`src/rtl/lwe_pkg.sv`:
```
package lwe_pkg;
  localparam int BYTE_W = 8;
  localparam int WORD_W = 2 * BYTE_W;
  localparam int SEL_W  = 4;
  localparam int NREG   = 6;

  localparam int IDX_OFF = 0;
  localparam int IDX_PAT = 1;
  localparam int IDX_XS  = 2;
  localparam int IDX_YS  = 3;
  localparam int IDX_XE  = 4;
  localparam int IDX_YE  = 5;

  typedef enum logic [2:0] {
    ST_IDLE,
    ST_DIV,
    ST_DOT,
    ST_WAIT,
    ST_LAST,
    ST_WLAST
  } lwe_state_e;
endpackage

```
`src/rtl/lwe_regs.sv`:
```
module lwe_regs
  import lwe_pkg::*;
(
  input  logic              clk,
  input  logic              rst_n,
  input  logic              wr_en,
  input  logic [SEL_W-1:0]  wr_sel,
  input  logic [BYTE_W-1:0] wr_data,
  input  logic              lock,
  input  logic              pat_upd,
  input  logic [WORD_W-1:0] pat_new,
  output logic [WORD_W-1:0] words [NREG]
);
  always_ff @(posedge clk or negedge rst_n) begin
    if (!rst_n) begin
      for (int w = 0; w < NREG; w++) words[w] <= '0;
    end else begin
      for (int w = 0; w < NREG; w++) begin
        if (w == IDX_PAT && pat_upd) begin
          words[w] <= pat_new;
        end else if (wr_en && !lock && wr_sel[SEL_W-1:1] == (SEL_W-1)'(w)) begin
          if (wr_sel[0]) words[w][BYTE_W-1:0] <= wr_data;
          else           words[w][WORD_W-1:BYTE_W] <= wr_data;
        end
      end
    end
  end
endmodule

```
`src/rtl/lwe_div.sv`:
```
module lwe_div #(
  parameter int NUM_W = 27,
  parameter int DEN_W = 16
) (
  input  logic             clk,
  input  logic             rst_n,
  input  logic             go,
  input  logic [NUM_W-1:0] num,
  input  logic [DEN_W-1:0] den,
  output logic             done,
  output logic [NUM_W-1:0] quo
);
  localparam int CW = $clog2(NUM_W + 1);

  logic [DEN_W:0] rem;
  logic [CW-1:0]  cnt;
  logic [DEN_W:0] trial;

  assign trial = {rem[DEN_W-1:0], quo[NUM_W-1]};

  always_ff @(posedge clk or negedge rst_n) begin
    if (!rst_n) begin
      rem  <= '0;
      quo  <= '0;
      cnt  <= '0;
      done <= 1'b0;
    end else begin
      done <= 1'b0;
      if (go) begin
        quo <= num;
        rem <= '0;
        cnt <= CW'(NUM_W);
      end else if (cnt != '0) begin
        if (trial >= {1'b0, den}) begin
          rem <= trial - {1'b0, den};
          quo <= {quo[NUM_W-2:0], 1'b1};
        end else begin
          rem <= trial;
          quo <= {quo[NUM_W-2:0], 1'b0};
        end
        cnt <= cnt - 1'b1;
        if (cnt == CW'(1)) done <= 1'b1;
      end
    end
  end
endmodule

```
`src/rtl/lwe_hold.sv`:
```
module lwe_hold #(
  parameter int CNT_W = 16
) (
  input  logic             clk,
  input  logic             rst_n,
  input  logic             load,
  input  logic [CNT_W-1:0] val,
  output logic             active
);
  logic [CNT_W-1:0] cnt;

  always_ff @(posedge clk or negedge rst_n) begin
    if (!rst_n)            cnt <= '0;
    else if (load)         cnt <= val;
    else if (cnt != '0)    cnt <= cnt - 1'b1;
  end

  assign active = (cnt != '0);
endmodule

```
`src/rtl/line_walk_engine.sv`:
```
module line_walk_engine
  import lwe_pkg::*;
#(
  parameter int WB_W       = 8,
  parameter int ADDR_W     = 15,
  parameter int FRAC_W     = 10,
  parameter int CNT_W      = 16,
  parameter int CYC_PER_US = 16,
  parameter int BURST_LIM  = 8
) (
  input  logic              clk,
  input  logic              rst_n,
  input  logic              wr_en,
  input  logic [SEL_W-1:0]  wr_sel,
  input  logic [BYTE_W-1:0] wr_data,
  input  logic              start,
  input  logic              draw_en,
  input  logic              mode400,
  input  logic [WB_W-1:0]   scr_wbytes,
  input  logic [WORD_W-1:0] scr_height,
  output logic              busy,
  output logic              op_valid,
  output logic [ADDR_W-1:0] op_addr,
  output logic [BYTE_W-1:0] op_mask,
  input  logic              op_ready
);
  localparam int DIFF_W = WORD_W + 1;
  localparam int NUM_W  = DIFF_W + FRAC_W;
  localparam int ACC_W  = NUM_W + 1;
  localparam logic [ACC_W-1:0] ONE_FX = ACC_W'(1) << FRAC_W;

  // ---- arithmetic helpers ----
  function automatic logic [ADDR_W-1:0] calc_addr(
    input logic [WORD_W-1:0] x, input logic [WORD_W-1:0] y,
    input logic [WB_W-1:0] wb, input logic [WORD_W-1:0] off, input logic m400);
    logic [31:0] full;
    full = 32'(y) * 32'(wb) + 32'(x >> 3) + (32'(off) << 1);
    return m400 ? full[ADDR_W-1:0] : {1'b0, full[ADDR_W-2:0]};
  endfunction

  function automatic logic [BYTE_W-1:0] pix_bit(input logic [2:0] p);
    return 8'h80 >> p;
  endfunction

  function automatic logic [DIFF_W-1:0] span(input logic [WORD_W-1:0] a,
                                             input logic [WORD_W-1:0] b);
    logic [DIFF_W-1:0] d;
    d = {b[WORD_W-1], b} - {a[WORD_W-1], a};
    return d[DIFF_W-1] ? (~d + 1'b1) : d;
  endfunction

  function automatic logic lt_s(input logic [WORD_W-1:0] a, input logic [WORD_W-1:0] b);
    return $signed(a) < $signed(b);
  endfunction

  // ---- registers ----
  logic [WORD_W-1:0] rw [NREG];
  logic [WORD_W-1:0] r_off, r_pat, r_xs, r_ys, r_xe, r_ye;
  logic              pat_upd;
  logic [WORD_W-1:0] pat_new;

  lwe_regs u_regs (
    .clk(clk), .rst_n(rst_n), .wr_en(wr_en), .wr_sel(wr_sel), .wr_data(wr_data),
    .lock(busy), .pat_upd(pat_upd), .pat_new(pat_new), .words(rw)
  );

  assign r_off = rw[IDX_OFF];
  assign r_pat = rw[IDX_PAT];
  assign r_xs  = rw[IDX_XS];
  assign r_ys  = rw[IDX_YS];
  assign r_xe  = rw[IDX_XE];
  assign r_ye  = rw[IDX_YE];

  // ---- walk state ----
  lwe_state_e        st;
  logic              x_major, maj_dn, min_dn;
  logic [WORD_W-1:0] maj_cur, min_cur, min_end;
  logic [DIFF_W-1:0] steps_left;
  logic [NUM_W-1:0]  diff;
  logic [ACC_W-1:0]  acc;
  logic [BYTE_W-1:0] wmask;
  logic [ADDR_W-1:0] prev_addr;
  logic              have_prev;
  logic [CNT_W-1:0]  nbytes;
  logic              op_valid_q;
  logic [ADDR_W-1:0] op_addr_q;
  logic [BYTE_W-1:0] op_mask_q;
  logic              hold_active;

  // ---- launch decode ----
  logic [DIFF_W-1:0] dx_len, dy_len, maj_len, min_len;
  logic              go_x, launch, div_go, div_done;
  logic [NUM_W-1:0]  div_quo, div_num;

  assign dx_len  = span(r_xs, r_xe);
  assign dy_len  = span(r_ys, r_ye);
  assign go_x    = dx_len >= dy_len;
  assign maj_len = go_x ? dx_len : dy_len;
  assign min_len = go_x ? dy_len : dx_len;
  assign launch  = (st == ST_IDLE) && start && !hold_active;
  assign div_go  = launch && (maj_len != '0);
  assign div_num = {min_len + 1'b1, {FRAC_W{1'b0}}};

  lwe_div #(.NUM_W(NUM_W), .DEN_W(WORD_W)) u_div (
    .clk(clk), .rst_n(rst_n), .go(div_go), .num(div_num),
    .den(maj_len[WORD_W-1:0]), .done(div_done), .quo(div_quo)
  );

  // ---- per-dot events ----
  logic [WORD_W-1:0] dot_x, dot_y;
  logic              dot_vis, dot_fire, byte_change, adv, at_end;
  logic [ADDR_W-1:0] dot_addr;
  logic [BYTE_W-1:0] dot_clr;
  logic [ACC_W-1:0]  acc_sum;

  assign dot_x    = x_major ? maj_cur : min_cur;
  assign dot_y    = x_major ? min_cur : maj_cur;
  assign dot_vis  = draw_en && !dot_x[WORD_W-1] && !dot_y[WORD_W-1]
                    && (dot_x < WORD_W'({scr_wbytes, 3'b000}))
                    && (dot_y < scr_height);
  assign dot_fire = (st == ST_DOT) && dot_vis;
  assign dot_addr = calc_addr(dot_x, dot_y, scr_wbytes, r_off, mode400);
  assign dot_clr  = r_pat[WORD_W-1] ? pix_bit(dot_x[2:0]) : '0;
  assign byte_change = dot_fire && have_prev && (dot_addr != prev_addr);
  assign at_end   = (steps_left == '0);
  assign adv      = (((st == ST_DOT) && !byte_change) || ((st == ST_WAIT) && op_ready))
                    && !at_end;
  assign acc_sum  = acc + ACC_W'(diff);
  assign pat_upd  = dot_fire;
  assign pat_new  = {r_pat[WORD_W-2:0], r_pat[WORD_W-1]};

  always_ff @(posedge clk or negedge rst_n) begin
    if (!rst_n) begin
      st         <= ST_IDLE;
      x_major    <= 1'b0;
      maj_dn     <= 1'b0;
      min_dn     <= 1'b0;
      maj_cur    <= '0;
      min_cur    <= '0;
      min_end    <= '0;
      steps_left <= '0;
      diff       <= '0;
      acc        <= '0;
      wmask      <= '1;
      prev_addr  <= '0;
      have_prev  <= 1'b0;
      nbytes     <= '0;
      op_valid_q <= 1'b0;
      op_addr_q  <= '0;
      op_mask_q  <= '0;
    end else begin
      case (st)
        ST_IDLE: if (launch) begin
          x_major    <= go_x;
          maj_cur    <= go_x ? r_xs : r_ys;
          min_cur    <= go_x ? r_ys : r_xs;
          min_end    <= go_x ? r_ye : r_xe;
          maj_dn     <= go_x ? lt_s(r_xe, r_xs) : lt_s(r_ye, r_ys);
          min_dn     <= go_x ? lt_s(r_ye, r_ys) : lt_s(r_xe, r_xs);
          steps_left <= maj_len;
          acc        <= '0;
          diff       <= '0;
          wmask      <= '1;
          have_prev  <= 1'b0;
          nbytes     <= '0;
          st         <= (maj_len == '0) ? ST_DOT : ST_DIV;
        end
        ST_DIV: if (div_done) begin
          diff <= div_quo;
          st   <= ST_DOT;
        end
        ST_DOT: begin
          if (dot_fire) begin
            prev_addr <= dot_addr;
            have_prev <= 1'b1;
          end
          if (byte_change) begin
            op_valid_q <= 1'b1;
            op_addr_q  <= prev_addr;
            op_mask_q  <= wmask;
            wmask      <= ~dot_clr;
            nbytes     <= nbytes + 1'b1;
            st         <= ST_WAIT;
          end else begin
            if (dot_fire) wmask <= wmask & ~dot_clr;
            if (at_end) st <= ST_LAST;
          end
        end
        ST_WAIT: if (op_ready) begin
          op_valid_q <= 1'b0;
          st         <= at_end ? ST_LAST : ST_DOT;
        end
        ST_LAST: begin
          if (have_prev) begin
            op_valid_q <= 1'b1;
            op_addr_q  <= prev_addr;
            op_mask_q  <= wmask;
            nbytes     <= nbytes + 1'b1;
            st         <= ST_WLAST;
          end else begin
            st <= ST_IDLE;
          end
        end
        ST_WLAST: if (op_ready) begin
          op_valid_q <= 1'b0;
          st         <= ST_IDLE;
        end
        default: st <= ST_IDLE;
      endcase

      if (adv) begin
        steps_left <= steps_left - 1'b1;
        maj_cur    <= maj_dn ? maj_cur - 1'b1 : maj_cur + 1'b1;
        if (acc_sum >= ONE_FX) begin
          acc <= acc_sum - ONE_FX;
          if (min_cur != min_end) min_cur <= min_dn ? min_cur - 1'b1 : min_cur + 1'b1;
        end else begin
          acc <= acc_sum;
        end
      end
    end
  end

  // ---- busy hold after long bursts ----
  logic             hold_load;
  logic [CNT_W-1:0] hold_val;
  logic [31:0]      hold_full;

  assign hold_full = (32'(nbytes) * 32'(CYC_PER_US)) >> 4;
  assign hold_val  = hold_full[CNT_W-1:0];
  assign hold_load = (st == ST_WLAST) && op_ready && (nbytes > CNT_W'(BURST_LIM));

  lwe_hold #(.CNT_W(CNT_W)) u_hold (
    .clk(clk), .rst_n(rst_n), .load(hold_load), .val(hold_val), .active(hold_active)
  );

  assign busy     = (st != ST_IDLE) || hold_active;
  assign op_valid = op_valid_q;
  assign op_addr  = op_addr_q;
  assign op_mask  = op_mask_q;
endmodule

```
`config.mk`:
```
export PLATFORM = sky130hd
export DESIGN_NAME = line_walk_engine
export DESIGN_NICKNAME = d
export VERILOG_FILES = /design/src/rtl/lwe_pkg.sv /design/src/rtl/lwe_regs.sv /design/src/rtl/lwe_div.sv /design/src/rtl/lwe_hold.sv /design/src/rtl/line_walk_engine.sv
export SDC_FILE = /design/constraint.sdc
export NUM_CORES = 1
export LEC_CHECK = 0
export BUFFER_PORTS_ARGS = -buffer_cell sky130_fd_sc_hd__buf_2
export CAP_MARGIN = 20
export CORE_AREA = 2 2 250 252
export CTS_BUF_LIST = sky130_fd_sc_hd__clkbuf_4
export DETAILED_ROUTE_END_ITERATION = 16
export DIE_AREA = 0 0 252 254
export PLACE_DENSITY = 0.74
export REMOVE_ABC_BUFFERS = 1
export SETUP_SLACK_MARGIN = 0.05
export SYNTH_ARGS = -nofsm -noshare
export SYNTH_HDL_FRONTEND = slang
export SYNTH_SLANG_ARGS = --single-unit
```
`constraint.sdc`:
```
create_clock -name clk -period 8.3 [get_ports clk]
set_clock_uncertainty 0.15 [all_clocks]
set_input_delay 1.66 -clock clk [delete_from_list [all_inputs] [get_ports clk]]
set_output_delay 1.66 -clock clk [all_outputs]
set_load 0.02 [all_outputs]
```
==> impl_metrics.toml <==
[run_status]
status = "finished, final reports clean"

[final_layout]
most-common-layout-cells = "nand2_1, dfrtp_1, o21ai_0"
layout_commonest_cell = "nand2_1"
drive_gt1_share_pct = 13.8
layout.nets = 3562
syn2layout_area_growth_pct = 10.2
fin_util_pct = 49.3

[floorplanning]
rows = 91
die_area_sq_mm = 0.0640
start_util_pct = 44.8
die_h_um = 254
ios = 68
core_area_sq_mm = 0.0613
die_x_um = 252

[drt]
avgViaCountPerCell = 5.65
num_vias = 23275
final_antenna_net_count = 0
routedWlPerCell_um = 17.6
post-route-drc-count = 0
drt_wl_total_um = 72400
first_pass_iters = 5
drtIter0Drc = 1561

[clock_tree]
clock_latency_ps = 910
cts_max_level = 3
ctsHoldBuffers = 0
clockBufferDepth = 3
cts_setup_buffers = 0
cts_tree = "done"
numCtsBuffers = 94
clkTransAtPathRegs_ps = 60
ctsRootBufferMaster = "clkbuf_4"
cts_num_sinks = 349

[yosys]
synth_cell_types = 104
yosys_warnings = 0
synthCells = 3144
synth_edf_count = 0
syn_area_per_cell_sq_um = 8.72
synth-async-reset-ratio_pct = 100
yosysSeqAreaShare_pct = 31.9
ys_ff_latch = 349
synth_area_sq_mm = 0.0274
synthFlopType = "dfrtp_1"

[global_route]
grt_max_degree = 152
grt_use_total_pct = 22.9
first_global_vias = 22506
overflow = 0
antenna_found_initial = 3
grt_pass1_wl_um = 118000

[hold_path]
hold_class = "reg2reg"
holdPathStages = 2

[worst_setup_path]
cp_max_fo = 16
crit_required_ps = 8890
worstPathArrival_ps = 8500
startpoint_type = "flip-flop"
reg2regPathDepth = 26
criticalPathCategory = "reg2reg"
crit_path_end_kind = "flip-flop"

[placement]
dp_hpwl_um = 54800
dp_slack_ps = -173
io_buffers = 67
gp_congestion = 0.921

[timing]
post-route-min-period_ps = 7920
whs_ps = 327
finalSetupViolCount = 0
hold_viol = 0
finalWorstSetupSlack_ps = 384
fmax_ghz = 0.126
rsz0062_at_grt = "false"
relSlewSlack_pct = 27.4
worstMarginPinSlew_ps = 1080
drv_slew = 0
min_period_over_period_pct = 95.4

[pwr]
p_per_area_mw_per_mm2 = 145
peakVddDrop_mv = 0.144
p_leak_nw = 14.0

[run]
maxCapViolations = 0
==> layout make-up <==
cell class	instances	area (sq um)
Fill cell	5771	31000
Multi-Input combinational cell	2425	17300
Sequential cell	349	8740
Timing Repair Buffer	149	1050
Clock buffer	138	1040
Tap cell	790	988
Inverter	237	890
Clock inverter	32	189
Antenna cell	2	5.00
==> stage by stage <==
step	power [mW]	setup TNS (ps)	area (sq um)	cells
2_1_floorplan	2.48	-89040	26900	3011
3_3_place_gp	2.75	-1020	29000	3948
3_5_place_dp	2.77	-4130	29000	3948
4_1_cts	4.42	0	30200	4118
5_1_grt	4.63	0	30200	4121
6_report	4.39	0	30200	4122
==> sequential cells by signal, summed over array words and instances, names as in the netlist, 3 cells and up <==
register and flops:
acc 28, diff 27, maj_cur 16, min_cur 16
min_end 16, nbytes 16, op_addr 15, op_mask 8
prev_addr 15, st 3, steps_left 17, u_div.cnt 5
u_div.quo 27, u_div.rem 16, u_hold.cnt 16, u_regs.words 94
wmask 8
==> critical path, stage by stage (launching register included) <==
cell	delay, ps
dfrtp_2	570
buf_4	270
mux2_2	460
and2_1	210
fa_1	500
inv_1	50
fa_1	480
fa_1	540
inv_1	60
fa_1	560
inv_1	60
fa_1	510
inv_1	40
ha_1	290
and2_1	180
a31oi_1	130
o21ai_0	140
o41ai_1	400
xnor2_1	190
xnor2_1	160
and4_1	190
a2111o_1	490
and3_1	230
and2_0	250
buf_12	200
a211o_1	290
a22oi_1	150
==> cell usage after synthesis (6+ instances only) <==
cell type / count / area share [%]
mux2i_1: 70 / 2.6
o21bai_1: 12 / 0.33
nor2b_1: 15 / 0.34
a31oi_1: 30 / 0.68
nand4_1: 25 / 0.57
fa_1: 83 / 6.1
nand2b_1: 33 / 0.75
mux2_2: 95 / 3.9
and2_1: 43 / 0.98
a211oi_1: 32 / 0.88
buf_2: 13 / 0.24
nor3_1: 66 / 1.2
and3_1: 20 / 0.46
nand2_1: 403 / 5.5
o22ai_1: 7 / 0.16
a22oi_1: 8 / 0.22
nor4b_1: 6 / 0.19
a211o_1: 9 / 0.29
a21boi_0: 8 / 0.22
o31ai_1: 25 / 0.68
dfstp_2: 8 / 0.77
a21o_1: 39 / 1.1
o2111ai_1: 7 / 0.22
o31a_1: 8 / 0.26
nor2_1: 215 / 2.9
ha_1: 180 / 8.2
inv_1: 236 / 3.2
xor2_1: 65 / 2.1
a32o_1: 6 / 0.22
xnor2_1: 151 / 4.8
or3_1: 31 / 0.71
a21oi_1: 168 / 3.1
o211ai_1: 64 / 1.8
clkbuf_1: 104 / 1.4
buf_1: 11 / 0.15
nor4_1: 22 / 0.50
o21a_1: 20 / 0.55
or2_2: 6 / 0.14
nand3_1: 74 / 1.4
o21ai_1: 15 / 0.27
o21ai_0: 255 / 4.7
dfrtp_1: 341 / 31
nor3b_1: 7 / 0.19
==> where the power goes <==
part           total (mW)  internal, mW  switching (mW)  leakage (nW)
logic                1.07         0.488           0.584          8.96
registers            1.70          1.70               0          4.26
clock network        1.61         0.826           0.787         0.737
==> routing by layer <==
metal / wire length (um) / track usage (%)
met1: 31800 / 30.6
met2: 33600 / 36.8
met3: 4540 / 4.09
met4: 2540 / 9.59
met5: 24 / 0
==> kinds of logic after synthesis <==
logic type / after synthesis / synth area share, %
AOI/OAI and AO/OA: 774 / 17.9
xor gates and xnor gates: 218 / 7.04
adders and majority gates: 264 / 14.3
buffers and inverters: 370 / 5.22
DFF: 349 / 31.9
muxes: 166 / 6.50
and+or+nand+nor: 1003 / 17.2
==> timing repair <==
item | CTS | global route
setup endpoints to repair | 1 | 66
cloned | 0 | 0
gates resized for setup | 1 | 5
pin swaps | 0 | 0
==> path summary, 6_finish.rpt <==
path | start | endpoint | slack (ps)
worst max-delay path | x_major$_DFFE_PN0P_ | steps_left[12]$_DFFE_PN0P_ | 380
worst min-delay path | u_regs.words[77]$_DFFE_PN0P_ | u_regs.words[78]$_DFFE_PN0P_ | 330
worst max register to register | x_major$_DFFE_PN0P_ | steps_left[12]$_DFFE_PN0P_ | 380
worst min register to register | u_regs.words[77]$_DFFE_PN0P_ | u_regs.words[78]$_DFFE_PN0P_ | 330
max in group asynchronous | rst_n | x_major$_DFFE_PN0P_ | 5970
min in group asynchronous | rst_n | u_div.rem[7]$_DFFE_PN0P_ | 630
No activity file was read; power rests on OpenSTA's default activity.
